## src/rtl/sbd_pkg.sv

```systemverilog
package sbd_pkg;

    typedef enum logic [1:0] {
        TX_IDLE  = 2'd0,
        TX_SHIFT = 2'd1,
        TX_PAD   = 2'd2
    } tx_state_e;

    typedef struct packed {
        logic tx_empty;
        logic rx_full;
        logic rx_overrun;
        logic tx_underrun;
        logic rx_badsym;
    } sbd_flags_t;

    function automatic int cnt_bits(input int n);
        return (n < 2) ? 1 : $clog2(n);
    endfunction

endpackage

```

## src/rtl/sbd_tx.sv

```systemverilog
module sbd_tx
    import sbd_pkg::*;
#(
    parameter int W   = 8,
    parameter int PAD = 2
) (
    input  logic         clk,
    input  logic         rst,
    input  logic         wr,
    input  logic [W-1:0] wdata,
    input  logic         wlast,
    input  logic         stb,
    input  logic         stat_clr,
    output logic         tx_bit,
    output logic         tx_eof,
    output logic         empty,
    output logic         underrun
);
    localparam int CW = cnt_bits(W);
    localparam int PW = cnt_bits(PAD);

    tx_state_e    state;
    logic [W-1:0] shd_data;
    logic         shd_last;
    logic         shd_valid;
    logic [W-1:0] sh;
    logic         sh_last;
    logic [CW-1:0] cnt;
    logic [PW-1:0] pcnt;
    logic         accept;
    logic         last_bit;

    assign accept   = wr && empty;
    assign last_bit = (cnt == CW'(W - 1));
    assign tx_bit   = (state == TX_SHIFT) ? sh[W-1] : (state == TX_PAD);

    always_ff @(posedge clk) begin
        if (rst) begin
            state     <= TX_IDLE;
            shd_valid <= 1'b0;
            empty     <= 1'b1;
            underrun  <= 1'b0;
            tx_eof    <= 1'b0;
            cnt       <= '0;
            pcnt      <= '0;
        end else begin
            tx_eof <= 1'b0;
            if (stat_clr) underrun <= 1'b0;
            case (state)
                TX_IDLE: begin
                    if (shd_valid) begin
                        sh        <= shd_data;
                        sh_last   <= shd_last;
                        shd_valid <= 1'b0;
                        cnt       <= '0;
                        state     <= TX_SHIFT;
                    end
                end
                TX_SHIFT: begin
                    if (stb) begin
                        sh  <= {sh[W-2:0], 1'b0};
                        cnt <= cnt + 1'b1;
                        if (cnt == '0) empty <= 1'b1;
                        if (last_bit) begin
                            cnt <= '0;
                            if (sh_last) begin
                                state  <= TX_IDLE;
                                tx_eof <= 1'b1;
                            end else if (shd_valid) begin
                                sh        <= shd_data;
                                sh_last   <= shd_last;
                                shd_valid <= 1'b0;
                            end else begin
                                state    <= TX_PAD;
                                pcnt     <= '0;
                                underrun <= 1'b1;
                            end
                        end
                    end
                end
                TX_PAD: begin
                    if (stb) begin
                        pcnt <= pcnt + 1'b1;
                        if (pcnt == PW'(PAD - 1)) begin
                            state  <= TX_IDLE;
                            tx_eof <= 1'b1;
                        end
                    end
                end
                default: state <= TX_IDLE;
            endcase
            if (accept) begin
                shd_data  <= wdata;
                shd_last  <= wlast;
                shd_valid <= 1'b1;
                empty     <= 1'b0;
            end
        end
    end

endmodule

```

## src/rtl/sbd_rx.sv

```systemverilog
module sbd_rx
    import sbd_pkg::*;
#(
    parameter int W = 8
) (
    input  logic         clk,
    input  logic         rst,
    input  logic         stb,
    input  logic         bit_in,
    input  logic         eof_in,
    input  logic         rd,
    input  logic         stat_clr,
    output logic [W-1:0] data,
    output logic         full,
    output logic         overrun,
    output logic         badsym
);
    localparam int CW = cnt_bits(W);

    logic [W-1:0]  rsh;
    logic [W-1:0]  rsh_nxt;
    logic [CW-1:0] rcnt;
    logic [CW-1:0] rcnt_nxt;
    logic          done;

    always_comb begin
        rsh_nxt  = {rsh[W-2:0], bit_in};
        done     = stb && (rcnt == CW'(W - 1));
        rcnt_nxt = rcnt;
        if (stb) rcnt_nxt = done ? '0 : rcnt + 1'b1;
    end

    always_ff @(posedge clk) begin
        if (rst) begin
            rcnt    <= '0;
            full    <= 1'b0;
            overrun <= 1'b0;
            badsym  <= 1'b0;
        end else begin
            if (stat_clr) begin
                overrun <= 1'b0;
                badsym  <= 1'b0;
            end
            if (rd) full <= 1'b0;
            if (stb) rsh <= rsh_nxt;
            rcnt <= rcnt_nxt;
            if (done) begin
                data <= rsh_nxt;
                full <= 1'b1;
                if (full && !rd) overrun <= 1'b1;
            end
            if (eof_in) begin
                if (rcnt_nxt != '0) badsym <= 1'b1;
                rcnt <= '0;
            end
        end
    end

endmodule

```

## src/rtl/serbyte_dbuf.sv

```systemverilog
module serbyte_dbuf
    import sbd_pkg::*;
#(
    parameter int W   = 8,
    parameter int PAD = 2
) (
    input  logic         clk,
    input  logic         rst,
    input  logic         reg_wr,
    input  logic [W-1:0] reg_wdata,
    input  logic         reg_wlast,
    input  logic         reg_rd,
    output logic [W-1:0] reg_rdata,
    input  logic         stat_rd,
    input  logic         bit_stb,
    output logic         tx_bit,
    output logic         tx_eof,
    input  logic         rx_bit,
    input  logic         rx_eof,
    output logic         tx_empty,
    output logic         rx_full,
    output logic         rx_overrun,
    output logic         tx_underrun,
    output logic         rx_badsym
);
    sbd_flags_t flags;

    sbd_tx #(.W(W), .PAD(PAD)) u_tx (
        .clk      (clk),
        .rst      (rst),
        .wr       (reg_wr),
        .wdata    (reg_wdata),
        .wlast    (reg_wlast),
        .stb      (bit_stb),
        .stat_clr (stat_rd),
        .tx_bit   (tx_bit),
        .tx_eof   (tx_eof),
        .empty    (flags.tx_empty),
        .underrun (flags.tx_underrun)
    );

    sbd_rx #(.W(W)) u_rx (
        .clk      (clk),
        .rst      (rst),
        .stb      (bit_stb),
        .bit_in   (rx_bit),
        .eof_in   (rx_eof),
        .rd       (reg_rd),
        .stat_clr (stat_rd),
        .data     (reg_rdata),
        .full     (flags.rx_full),
        .overrun  (flags.rx_overrun),
        .badsym   (flags.rx_badsym)
    );

    assign tx_empty    = flags.tx_empty;
    assign rx_full     = flags.rx_full;
    assign rx_overrun  = flags.rx_overrun;
    assign tx_underrun = flags.tx_underrun;
    assign rx_badsym   = flags.rx_badsym;

endmodule

```

## config.mk

```make
export PLATFORM = sky130hd
export DESIGN_NAME = serbyte_dbuf
export DESIGN_NICKNAME = d
export VERILOG_FILES = /design/src/rtl/sbd_pkg.sv /design/src/rtl/sbd_tx.sv /design/src/rtl/sbd_rx.sv /design/src/rtl/serbyte_dbuf.sv
export SDC_FILE = /design/constraint.sdc
export NUM_CORES = 1
export LEC_CHECK = 0
export BUFFER_PORTS_ARGS = -buffer_cell sky130_fd_sc_hd__buf_2
export CORE_MARGIN = 2
export CORE_UTILIZATION = 55
export DETAILED_ROUTE_END_ITERATION = 12
export HOLD_SLACK_MARGIN = 0.12
export PLACE_DENSITY = 0.78
export SLEW_MARGIN = 25
export SYNTH_ARGS = -nofsm -noshare
export SYNTH_HDL_FRONTEND = slang
export SYNTH_HIERARCHICAL = 1
export SYNTH_SLANG_ARGS = --single-unit
```

## constraint.sdc

```tcl
create_clock -name clk -period 2.4 [get_ports clk]
set_clock_uncertainty 0.2 [all_clocks]
set_input_delay 0.24 -clock clk [delete_from_list [all_inputs] [get_ports clk]]
set_output_delay 0.24 -clock clk [all_outputs]
set_load 0.1 [all_outputs]
```

==> metrics.csv <==
stage,metric,value,unit
layout,"most common cell after layout, fill and taps aside",edfxtp_1,
clock_tree,TritonCTS buffer count,5,
timing,FMAX,461,MHz
layout,area of the multi-input gates,701,µm²
pwr,switching pwr,0.582,mW
setup_path,Crit path depth,5,
setup_path,"Critical Path, Cell by Cell",inv_1 > ha_1 > or2b_2 > o21ai_0 > nor3_2,
grt,largest net degree at the start of global routing,25,
layout,final core utilization,69.8,%
layout,layout overhead on the synthesized area,23.1,%
synth,Post-Synthesis Net Count,179,
placed_design,DP Cell Count,234,
timing,worst hold slack,0.154,ns
timing,period utilization,90.4,%
pwr,combinational group share of total power,23.3,%
synth,Synth Cell Area,2060,µm²
flow_run,maxcap violations,0,
clock_tree,clk buf depth,2,
setup_path,"Data required, critical path",2.13,ns
routing,DR WL/cell,15.0,µm
layout,nets,234,
clock_tree,Clock transition at path regs,0.09,ns
routing,DRC Markers,0,
clock_tree,later-pin clock latency in the skew report,0.30,ns
setup_path,critical path type,flop to flop,
routing,drt total wl,3.86,mm
pwr,Internal Dissipation,1.38,mW
floorplan,row count,22,
setup_path,R2R Setup Slk,0.23,ns
placed_design,# port buffers,31,
synth,cell taking the most area after synthesis,edfxtp_1,
synth,Post-synth EDFFs,33,
grt,grt peak-use layer,met2,
placed_design,gp weighted congestion,0.802,
setup_path,reg2reg end,u_tx/sh[6],
setup_path,CP Capture Type,flop,
layout,"commonest non-fill, non-tap cells in the layout","edfxtp_1, buf_2, dfxtp_1",
pwr,Flop pwr share,52.0,%
routing,vias after detailed routing,1395,
min_path,Worst Hold End,u_tx/cnt[2],
setup_path,Setup crit start kind,flop,
routing,DRT iter0 DRCs,84,
setup_path,worst r2r path cells,5,
layout,Filler cells,265,
synth,synth top area cells,"edfxtp_1, dfxtp_1, ha_1",
pwr,Sw Ratio,29.6,%
setup_path,r2r startpoint,u_tx/state[0],
floorplan,Core Region,3630,µm²
setup_path,cell family with most CP delay,simple AND/OR/NAND/NOR gates,
layout,# diodes,0,
timing,Least-Margin Pin Slew,0.761,ns
pwr,Clock power frac,24.7,%
grt,GRT Overall Usage,19.7,%
pwr,total power density per cell area,775,nW/µm²
timing,Setup-failing EPs final,0,
routing,via density per instance,5.43,
pwr,Worst IR Drop VDD,0.506,mV
floorplan,Die Wd,65.2,µm
placed_design,Post-DP HPWL,2.71,mm
min_path,HP Start,rst,
synth,Mapped Cells,153,
timing,Slew headroom,49.1,%
layout,Seq. cell area,1310,µm²
setup_path,"slowest stage delay, CP",0.54,ns
grt,initial antenna violation count,0,
layout,Finished Layout Cells,257,
synth,Synth Warn #,6,
grt,met2 Usage GRT,35.8,%
synth,Synth top area share,48.1,%
timing,count of final hold-check violations,0,
setup_path,"slowest stage cell, crit path",nor3_2,
min_path,HP Class,primary input to flop,
pwr,Leak,1.02,nW
outcome,status,completed,
routing,Post-DRT Antenna Nets,0,
timing,number of max-slew violations in the final report,0,
min_path,Hold Path Stages,2,
grt,first-pass GRT wire length,6.30,mm
synth,register area share after synthesis,63.7,%
clock_tree,# clock sinks,49,
clock_tree,CTS tree,yes,
routing,drt pass-1 iters,4,
floorplan,I/O pin cnt,32,
setup_path,CP max FO,8,
setup_path,worst path buffer plus inverter count,1,
synth,"Distinct cells, synth",35,
clock_tree,CTS H-tree depth,2,
setup_path,Critical Path AT,1.90,ns
grt,total gr overflow,0,
synth,Mapped Avg Cell Area,13.5,µm²
floorplan,Die Y-Extent,65.2,µm
grt,met1 usage,22.4,%
layout,layout cell share with drive strength beyond 1,31.1,%
pwr,overall power,1.97,mW
synth,synthesized flop and latch total,49,
grt,GRT met3 Usage,3.77,%
floorplan,initial core utilization,56.7,%
timing,unrepaired setup endpoints after global routing,no,
clock_tree,CTS Root Cell,clkbuf_8,
timing,fin crit period,2.17,ns
synth,Post-synth ARST share,0,%
synth,main flop type after synthesis,edfxtp_1,
floorplan,die area,4250,µm²
grt,vias in the first global route,1421,
-- routing by layer --
layer / part of all wire (%) / routed length (µm)
met5: 0 / 0
met4: 2.1 / 80
met3: 5.0 / 194
met2: 52 / 2020
met1: 41 / 1570
-- cell type report --
class | instances | area share (%)
repair buffers | 50 | 13.2
well taps | 48 | 2.37
clock inverters | 3 | 0.888
flip-flops and latches | 49 | 51.7
multi-input cells | 92 | 27.6
clock buffers | 5 | 2.71
inverters | 10 | 1.48
-- stage by stage --
stage | worst slack, ns | setup TNS, ns | area [µm²]
finish | 0.230 | 0 | 2540
global route | 0.161 | 0 | 2540
detailed placement | -0.0533 | -0.425 | 2290
CTS | 0.264 | 0 | 2540
global placement | 0.147 | 0 | 2290
floorplan | 0.260 | 0 | 2060
-- synthesized netlist by cell type (all sizes together), types with 2 or more instances --
cell and count:
edfxtp 33, dfxtp 16, nor2 11, inv 10
ha 9, nand2 9, nor3 9, mux2 7
nand2b 6, or2b 6, mux2i 5, a21oi 4
a22oi 4, and2b 3, nor2b 2, o21ai 2
o32ai 2
-- flip-flops by register name, summed over array words and instances (netlist names), 2 cells and up --
| register | count |
|---|---|
| u_rx/data | 8 |
| u_rx/rcnt | 3 |
| u_rx/rsh | 7 |
| u_tx/cnt | 3 |
| u_tx/sh | 8 |
| u_tx/shd_data | 8 |
| u_tx/state | 2 |
-- power groups by stage --
stage / Sequential [mW] / Combinational [mW] / Clock [mW]
2_1_floorplan: 1.05 / 0.305 / 0
3_3_place_gp: 1.03 / 0.407 / 0
3_5_place_dp: 1.04 / 0.430 / 0
4_1_cts: 1.02 / 0.454 / 0.495
5_1_grt: 1.03 / 0.496 / 0.526
6_report: 1.02 / 0.458 / 0.486
-- worst max-delay path by stage --
| stage | start | to | slack, ns |
|---|---|---|---|
| 2_1_floorplan | u_tx/empty | u_tx/shd_data[0] | 0.26 |
| 3_3_place_gp | u_tx/state[0] | u_tx/sh[0] | 0.15 |
| 3_5_place_dp | u_tx/state[0] | u_tx/sh[2] | -0.05 |
| 4_1_cts | u_tx/state[0] | u_tx/sh[6] | 0.26 |
| 5_1_grt | u_tx/state[0] | u_tx/sh[6] | 0.16 |
| 6_report | u_tx/state[0] | u_tx/sh[6] | 0.23 |
-- kinds of logic (layout without fill, tap and decap cells) --
family,after synthesis,count (layout),synth area share [%]
mux,12,12,6.26
fa+ha+maj,9,9,5.47
buf+inv,12,68,2.55
simple gates,50,50,13.7
compound gates,21,21,8.32
flops,49,49,63.7
-- what timing repair did --
item / CTS / global route
gates resized for setup: 1 / 0
buffers inserted: 0 / 0
setup endpoints to repair: 8 / 0
endpoints found under the hold margin: 20 / 0
hold buffers: 15 / 0
(Power assumes the default switching activity.)
